<file path="config.mk">
export PLATFORM = sky130hd
export DESIGN_NAME = mattr_resolver
export DESIGN_NICKNAME = d
export VERILOG_FILES = /design/src/rtl/mattr_pkg.sv /design/src/rtl/mattr_decode.sv /design/src/rtl/mattr_stream_det.sv /design/src/rtl/mattr_out_reg.sv /design/src/rtl/mattr_resolver.sv
export SDC_FILE = /design/constraint.sdc
export NUM_CORES = 1
export LEC_CHECK = 0
export CAP_MARGIN = 20
export CORE_MARGIN = 2
export CORE_UTILIZATION = 26
export CTS_BUF_LIST = sky130_fd_sc_hd__clkbuf_4 sky130_fd_sc_hd__clkbuf_8
export CTS_CLUSTER_DIAMETER = 80
export CTS_CLUSTER_SIZE = 12
export DETAILED_ROUTE_END_ITERATION = 7
export SLEW_MARGIN = 20
export SYNTH_ARGS = -nofsm -noshare
export SYNTH_HDL_FRONTEND = slang
export SYNTH_HIERARCHICAL = 1
export SYNTH_SLANG_ARGS = --single-unit
</file>
<file path="constraint.sdc">
create_clock -name clk -period 2.2 [get_ports clk]
set_input_delay 0.44 -clock clk [delete_from_list [all_inputs] [get_ports clk]]
set_output_delay 0.44 -clock clk [all_outputs]
set_load 0.005 [all_outputs]
</file>
<file path="src/rtl/mattr_pkg.sv">
package mattr_pkg;

  typedef enum logic [1:0] {
    MT_STRICT = 2'd0,
    MT_DEVICE = 2'd1,
    MT_NORMAL = 2'd2,
    MT_DEV_ALT = 2'd3
  } mtype_e;

  typedef enum logic [1:0] {
    SH_NONE  = 2'd0,
    SH_INNER = 2'd1,
    SH_OUTER = 2'd2,
    SH_OUT_ALT = 2'd3
  } share_e;

  typedef enum logic [1:0] {
    CP_NC    = 2'd0,
    CP_WT    = 2'd1,
    CP_WB_WA = 2'd2,
    CP_WB_NA = 2'd3
  } cpol_e;

  typedef enum logic [1:0] {
    RK_BYPASS = 2'd0,
    RK_NONC   = 2'd1,
    RK_WB_WA  = 2'd2,
    RK_WB_NA  = 2'd3
  } rkind_e;

  typedef struct packed {
    rkind_e kind;
    logic   shared;
  } resolved_t;

endpackage

</file>
<file path="src/rtl/mattr_decode.sv">
module mattr_decode
  import mattr_pkg::*;
(
  input  logic [1:0] mtype_i,
  input  logic [1:0] share_i,
  input  logic [1:0] cpol_i,
  input  logic       smp_en_i,
  input  logic       streaming_i,
  output resolved_t  res_o
);

  logic is_normal;
  logic is_shared;
  logic is_wb;

  assign is_normal = (mtype_i == MT_NORMAL);
  assign is_shared = (share_i != SH_NONE);
  assign is_wb     = (cpol_i == CP_WB_WA) || (cpol_i == CP_WB_NA);

  always_comb begin
    res_o.kind   = RK_BYPASS;
    res_o.shared = 1'b0;
    if (is_normal) begin
      if (!is_shared) begin
        unique case (cpol_i)
          CP_NC,
          CP_WT:    res_o.kind = RK_NONC;
          CP_WB_WA: res_o.kind = streaming_i ? RK_WB_NA : RK_WB_WA;
          CP_WB_NA: res_o.kind = RK_WB_WA;
          default:  res_o.kind = RK_NONC;
        endcase
      end else begin
        res_o.shared = 1'b1;
        if (is_wb && smp_en_i) begin
          res_o.kind = RK_WB_WA;
        end else begin
          res_o.kind = RK_NONC;
        end
      end
    end
  end

endmodule

</file>
<file path="src/rtl/mattr_stream_det.sv">
module mattr_stream_det #(
  parameter int LINE_AW = 26,
  parameter int CNT_W   = 3,
  parameter int THRESH  = 3
) (
  input  logic               clk,
  input  logic               rst_n,
  input  logic               wr_valid_i,
  input  logic               wr_full_i,
  input  logic [LINE_AW-1:0] wr_line_i,
  input  logic               rd_valid_i,
  output logic               streaming_o,
  output logic [CNT_W-1:0]   run_cnt_o
);

  localparam logic [CNT_W-1:0] CNT_MAX = {CNT_W{1'b1}};
  localparam logic [CNT_W-1:0] CNT_THR = CNT_W'(THRESH);

  logic [CNT_W-1:0]   cnt_q, cnt_d;
  logic [LINE_AW-1:0] last_q, last_d;
  logic               cnt_en;
  logic               seq_hit;

  assign seq_hit = (cnt_q != '0) && (wr_line_i == LINE_AW'(last_q + 1'b1));
  assign cnt_en  = rd_valid_i || wr_valid_i;

  always_comb begin
    cnt_d  = cnt_q;
    last_d = last_q;
    if (rd_valid_i) begin
      cnt_d = '0;
    end else if (wr_valid_i) begin
      if (!wr_full_i) begin
        cnt_d = '0;
      end else begin
        last_d = wr_line_i;
        if (seq_hit) begin
          cnt_d = (cnt_q == CNT_MAX) ? CNT_MAX : cnt_q + 1'b1;
        end else begin
          cnt_d = CNT_W'(1);
        end
      end
    end
  end

  always_ff @(posedge clk or negedge rst_n) begin
    if (!rst_n) begin
      cnt_q  <= '0;
      last_q <= '0;
    end else if (cnt_en) begin
      cnt_q  <= cnt_d;
      last_q <= last_d;
    end
  end

  assign streaming_o = (cnt_q > CNT_THR);
  assign run_cnt_o   = cnt_q;

endmodule

</file>
<file path="src/rtl/mattr_out_reg.sv">
module mattr_out_reg
  import mattr_pkg::*;
(
  input  logic      clk,
  input  logic      rst_n,
  input  logic      valid_i,
  input  resolved_t res_i,
  output logic      valid_o,
  output resolved_t res_o
);

  resolved_t res_q;
  logic      valid_q;

  always_ff @(posedge clk or negedge rst_n) begin
    if (!rst_n) begin
      valid_q <= 1'b0;
    end else begin
      valid_q <= valid_i;
    end
  end

  always_ff @(posedge clk or negedge rst_n) begin
    if (!rst_n) begin
      res_q.kind   <= RK_BYPASS;
      res_q.shared <= 1'b0;
    end else if (valid_i) begin
      res_q <= res_i;
    end
  end

  assign valid_o = valid_q;
  assign res_o   = res_q;

endmodule

</file>
<file path="src/rtl/mattr_resolver.sv">
module mattr_resolver
  import mattr_pkg::*;
#(
  parameter int LINE_AW = 26,
  parameter int CNT_W   = 3,
  parameter int THRESH  = 3
) (
  input  logic               clk,
  input  logic               rst_n,
  input  logic               acc_valid,
  input  logic [1:0]         acc_mtype,
  input  logic [1:0]         acc_share,
  input  logic [1:0]         acc_cpol,
  input  logic               smp_en,
  input  logic               wr_valid,
  input  logic               wr_full,
  input  logic [LINE_AW-1:0] wr_line,
  input  logic               rd_valid,
  output logic               res_valid,
  output logic [1:0]         res_kind,
  output logic               res_shared
);

  logic             streaming;
  logic [CNT_W-1:0] run_cnt;
  resolved_t        res_comb;
  resolved_t        res_reg;

  mattr_stream_det #(
    .LINE_AW (LINE_AW),
    .CNT_W   (CNT_W),
    .THRESH  (THRESH)
  ) u_det (
    .clk         (clk),
    .rst_n       (rst_n),
    .wr_valid_i  (wr_valid),
    .wr_full_i   (wr_full),
    .wr_line_i   (wr_line),
    .rd_valid_i  (rd_valid),
    .streaming_o (streaming),
    .run_cnt_o   (run_cnt)
  );

  mattr_decode u_dec (
    .mtype_i     (acc_mtype),
    .share_i     (acc_share),
    .cpol_i      (acc_cpol),
    .smp_en_i    (smp_en),
    .streaming_i (streaming),
    .res_o       (res_comb)
  );

  mattr_out_reg u_oreg (
    .clk     (clk),
    .rst_n   (rst_n),
    .valid_i (acc_valid),
    .res_i   (res_comb),
    .valid_o (res_valid),
    .res_o   (res_reg)
  );

  assign res_kind   = res_reg.kind;
  assign res_shared = res_reg.shared;

endmodule

</file>
== Word-level counts from Yosys, hierarchy flattened ==
Index checks and enable logic that the tools add are counted.

* Register bits: 33
* Output and inout port bits: 4
* Bits of input ports: 39
* Logic and storage cells: 37

* Reduce and logical (&&, ||, !) cells: 11
* Mux-type cells: 11
* Equality and inequality tests: 6
* Bitwise operators: 1
* $lt $le $gt $ge: 1
* Add/sub/neg operators: 2

{| class="wikitable"
|+ Operator list
! operator !! number
|-
| $add A26 B1 Y26 const B || 1
|-
| $eq A26 B26 Y1 || 1
|-
| $mux W3 || 6
|-
| $eq A2 B2 Y1 const B || 3
|-
| $pmux W2 S3 || 1
|-
| $mux W2 || 2
|-
| $reduce_and A4 Y1 || 1
|-
| $reduce_bool A2 Y1 || 2
|-
| $add A3 B1 Y3 const B || 1
|-
| $eq A3 B3 Y1 const B || 1
|-
| $gt A3 B2 Y1 const B || 1
|-
| $reduce_bool A3 Y1 || 1
|-
| $eq A2 B1 Y1 const B || 1
|-
| $logic_and A1 B1 Y1 || 2
|-
| $logic_not A2 Y1 || 1
|-
| $logic_or A1 B1 Y1 || 2
|-
| $mux W1 || 2
|-
| $reduce_and A2 Y1 || 1
|-
| $reduce_or A2 Y1 || 1
|-
| $not A1 Y1 || 1
|}

== Depth between registers and ports, before layout ==
* Word-level depth: 7
* Depth in mapped cells: 9
* Gate-level depth less buffers: 9

== Modules after synthesis ==
Netlist, hierarchy kept.

{| class="wikitable"
|+ Modules (own cells, without submodules)
! module !! cells an instance !! area each (um^2) !! sequential area each (um^2) !! times used
|-
| mattr_stream_det || 201 || 2,087.0 || 725.7 || 1
|-
| mattr_out_reg || 7 || 133.9 || 100.1 || 1
|-
| mattr_decode || 8 || 55.1 || 0.0 || 1
|}

== Worst setup path before layout ==
OpenSTA, ideal clock, no wires.

* Path type: register to register
* From: register u_det.last_q[0]
* To: register u_det.cnt_q[0], in the netlist u_det/run_cnt_o[0]
* Data arrival time: 2.068 ns
* Period minus slack after synthesis: 2.195 ns
* Required time: 2.073 ns
* Cell stages (with the launch flop): 10
* Library setup time: 0.127 ns
* Slack: 0.005 ns
* Buffers on the path: 0
* Cell sequence: dfrtp_1 -> ha_1 -> nand4_1 -> nor4_4 -> and3_1 -> a31oi_1 -> nor4_2 -> nand4_1 -> a2111oi_2 -> o21ai_1

* Word-level cells in the longest chain between the ends: 7

{| class="wikitable"
|+ RTL lines
! item !! RTL line !! RTL
|-
| from (decl) || mattr_stream_det.sv:20 || <nowiki>logic [LINE_AW-1:0] last_q, last_d;</nowiki>
|-
| from (signal assigned) || mattr_stream_det.sv:52 || <nowiki>last_q <= last_d;</nowiki>
|-
| $add A26 B1 Y26 || mattr_stream_det.sv:24 || <nowiki>assign seq_hit = (cnt_q != '0) && (wr_line_i == LINE_AW'(last_q + 1'b1));</nowiki>
|-
| $eq A26 B26 Y1 || mattr_stream_det.sv:24 ||
|-
| $logic_and A1 B1 Y1 || mattr_stream_det.sv:24 ||
|-
| $mux W3 || mattr_stream_det.sv:37 || <nowiki>if (seq_hit) begin</nowiki>
|-
| $mux W3 || mattr_stream_det.sv:33 || <nowiki>if (!wr_full_i) begin</nowiki>
|-
| $mux W3 || mattr_stream_det.sv:32 || <nowiki>end else if (wr_valid_i) begin</nowiki>
|-
| $mux W3 || mattr_stream_det.sv:30 || <nowiki>if (rd_valid_i) begin</nowiki>
|-
| to (signal assigned) || mattr_stream_det.sv:51 || <nowiki>cnt_q <= cnt_d;</nowiki>
|-
| to (decl) || mattr_stream_det.sv:19 || <nowiki>logic [CNT_W-1:0] cnt_q, cnt_d;</nowiki>
|}

No other way between the ends. The select of a mux whose other input is x is not followed.
A chain may end at the register's enable or synchronous reset.

== Worst setup path in the final report ==
* From: register u_det.last_q[5]
* To: register u_det.cnt_q[0], in the netlist u_det/run_cnt_o[0]

The elaborated chain is that of the path after synthesis.

==> reports/results.txt <==
Netlist cell types - 47
DRC - 0
Yosys top cell area share - 36.3%
vias in the first global route - 2116
final net count - 345
# rows - 34
crit path max fanout - 5
root buf cell - clkbuf_8
wire per inst - 13.4 um
Core ar. - 8590 um^2
Critical Path, Cell by Cell - and4_2 -> nand3_4 -> or3_1 -> a22oi_2 -> and4_1 -> nand4_1 -> buf_4 -> a2111oi_4 -> o21ai_1
Int Pwr - 1.38 mW
Worst Hold End - u_oreg/res_o[0]$_DFFE_PN0P_
initial drt markers - 66
Worst Min Path Start - u_oreg/res_o[0]$_DFFE_PN0P_
CP delay by family, top - simple AND/OR/NAND/NOR gates
largest net degree at the start of global routing - 34
dpl hpwl - 4090 um
failing checks - negative setup slack
Seq pwr share - 39.1%
max cap viols - 0
worst slew pin tran - 440 ps
crit path DAT - 2490 ps
synthesized cell area - 2280 um^2
pre-CTS setup slack - -355 ps
Final GP Congestion - 0.792
routed vias/inst - 4.73
Worst slew margin - 70.6%
first-pass GRT wire length - 9540 um
Pwr per Cell Area - 618 nW/um^2
startpoint types - flip-flop
Cells after Synth - 216
All-Layer GR Usage - 12.2%
P&R area growth vs syn - 44.6%
fraction of layout cells with a size suffix above 1 - 34.2%
Worst-path clk slew - 80 ps
final wirelength - 5510 um
vias post-DR - 1950
met1 WL - 2430 um
Period minus WS final - 2320 ps
final instance area - 3290 um^2
# setup viols final - 2
count of final hold-check violations - 0
Pre-Repair DR Iteration Count - 4
clk sinks - 33
CP Capture Type - flip-flop
Clock power frac - 23.0%
CTS max path bufs - 2
crit path buf inv count - 1
Min-Delay Path Depth - 1
Logic pwr share - 37.9%
Fmax - 0.432 GHz
I/O pins - 43
Final WS setup - -116 ps
Final Skew - 6.35 ps
CTS H-tree depth - 2
CP max stage delay - 450 ps
synth warn - 6
Synth Register Bits - 33
CTS buffer count - 5
ys flop type - dfrtp_1
Critical R2R Capture - u_det/run_cnt_o[0]$_DFFE_PN0N_
Tcrit/Tclk final - 105%
Synth area leader - dfrtp_1
port bufs - 42
initial antenna violation count - 0
Die Wd - 97.6 um
maximum vdd drop - 0.000217 V
hold_buf cts - 0
Initial Util - 26.5%
Crit-path slowest cell - dfrtp_1
sw frac - 32.3%
Post-DP Area - 3060 um^2
Setup CP Type - reg2reg
met2 WL - 2800 um
routed wl met3 - 193 um
CTS tree - built
r2r startpoint - u_det/last_q[5]$_DFFE_PN0P_
Post-DRT Antenna Nets - 0
Die Height - 97.6 um
FF-to-FF path depth - 9
Post-synth top cells - 33 x dfrtp_1, 32 x mux2_2, 19 x xnor2_1
Cells after DPL - 395
Worst-Skew Late Latency - 290 ps
final std cells w/o fill - 412
top-count cell post-synth - dfrtp_1
Max Slew Vio Count - 0
Hold Path Class - reg2reg
unrepaired setup endpoints after global routing - true
Leakage - 1.34 nW
outcome - finished with violations
R2R Setup Slk - -120 ps
Post-synth EDFFs - 0
Area contributors post-synth - dfrtp_1 36%, mux2_2 16%, xnor2_1 7.3%
Psw - 0.657 mW
setup_tns - -211 ps
ys async rst share - 100%
DIE AREA - 9520 um^2
n_diodes - 0
max layer used - met4
Mapped Avg Cell Area - 10.5 um^2
GRT overflow - 0
syn_nets - 258
Seq/Total Area, Yosys - 36.3%
Req. time, crit path - 2370 ps
==> cell type report <==
class / count / area, um^2
Clock buffer: 6 / 76.3
Clock inverter: 2 / 10.0
Fill cell: 875 / 5300
Inverter: 7 / 26.3
Multi-Input combinational cell: 168 / 1430
Sequential cell: 33 / 827
Tap cell: 108 / 135
Timing Repair Buffer: 88 / 782
==> through the flow <==
| stage | hold slack [ps] | total power [mW] | util [%] |
|---|---|---|---|
| finish | 517 | 2.04 | 38.3 |
| global route | 542 | 2.17 | 38.3 |
| CTS | 520 | 2.04 | 37.7 |
| detailed placement | 503 | 1.52 | 35.6 |
| global placement | 489 | 1.50 | 35.6 |
| floorplan | 144 | 1.21 | - |
==> what timing repair did <==
action,4_1_cts,5_1_grt
buffers inserted,7,2
gates resized for setup,9,6
setup endpoints to repair,2,3
pin swaps,11,6
==> state kept, by name (all words and copies together), names as in the netlist <==
| signal | flops |
|---|---|
| u_oreg/valid_o | 1 |
| u_det/run_cnt_o | 3 |
| u_det/last_q | 26 |
| u_oreg/res_o | 3 |
==> how the worst max path moves through the flow <==
stage,start,endpoint,slack (ps),cells past startpoint
5_1_grt,u_det/last_q[0]$_DFFE_PN0P_,u_det/run_cnt_o[0]$_DFFE_PN0N_,-280,12
3_5_place_dp,wr_line[23],u_det/run_cnt_o[2]$_DFFE_PN0N_,-360,9
4_1_cts,u_det/last_q[1]$_DFFE_PN0P_,u_det/run_cnt_o[2]$_DFFE_PN0N_,-130,11
6_report,u_det/last_q[5]$_DFFE_PN0P_,u_det/run_cnt_o[0]$_DFFE_PN0N_,-120,9
2_1_floorplan,u_det/last_q[0]$_DFFE_PN0P_,u_det/run_cnt_o[0]$_DFFE_PN0N_,5,9
3_3_place_gp,wr_line[11],u_det/run_cnt_o[2]$_DFFE_PN0N_,-300,9
==> per-layer routing <==
metal / vias to the layer above / global-route usage, %
li1: 971 / -
met1: 942 / 14.0
met2: 31 / 22.0
met3: 6 / 2.95
met4: 0 / 4.17
met5: - / 0
==> cell usage in the layout (no fill, tap or decap), types with 2 or more instances in the layout <==
master / n
o21ai_1: 3
and3_1: 4
a311oi_1: 2
mux2_2: 32
mux2i_1: 2
and3_2: 2
nor4_1: 2
clkinv_2: 2
nor4_4: 3
o21ai_0: 2
a21oi_1: 4
nor3_1: 2
clkbuf_8: 5
xor2_1: 17
and4_1: 2
dfrtp_1: 32
inv_1: 6
or3_1: 2
buf_4: 44
a31oi_1: 2
a41oi_1: 2
a211oi_1: 2
xnor2_1: 19
nor2_1: 13
nand3_1: 7
nand4_1: 10
clkdlybuf4s50_1: 42
nand2_1: 8
ha_1: 2
a2111oi_4: 2
==> power groups by stage <==
| stage | sequential, mW | combinational [mW] | clock, mW |
|---|---|---|---|
| finish | 0.795 | 0.772 | 0.468 |
| floorplan | 0.801 | 0.408 | 0 |
| CTS | 0.794 | 0.757 | 0.492 |
| detailed placement | 0.806 | 0.713 | 0 |
| global route | 0.813 | 0.849 | 0.512 |
| global placement | 0.805 | 0.700 | 0 |
==> kinds of logic (layout without fill, tap and decap cells) <==
| kind of cell | Yosys count | after routing | synth area share, % |
|---|---|---|---|
| XOR/XNOR | 36 | 36 | 13.9 |
| AO/OA/AOI/OAI | 26 | 26 | 8.58 |
| flip-flops | 33 | 33 | 36.3 |
| adder cells (fa/ha/maj) | 3 | 3 | 1.65 |
| buffers and inverters | 15 | 103 | 3.96 |
| AND/OR/NAND/NOR | 69 | 69 | 19.0 |
| multiplexers | 34 | 34 | 16.7 |
==> worst register-to-register path: stages (launching register included) <==
cell and delay (ps):
dfrtp_1 450, and4_2 300, nand3_4 110, or3_1 370, a22oi_2 170, and4_1 220
nand4_1 140, buf_4 180, a2111oi_4 170, o21ai_1 100
Note: power is estimated with default switching activity, not from simulation.
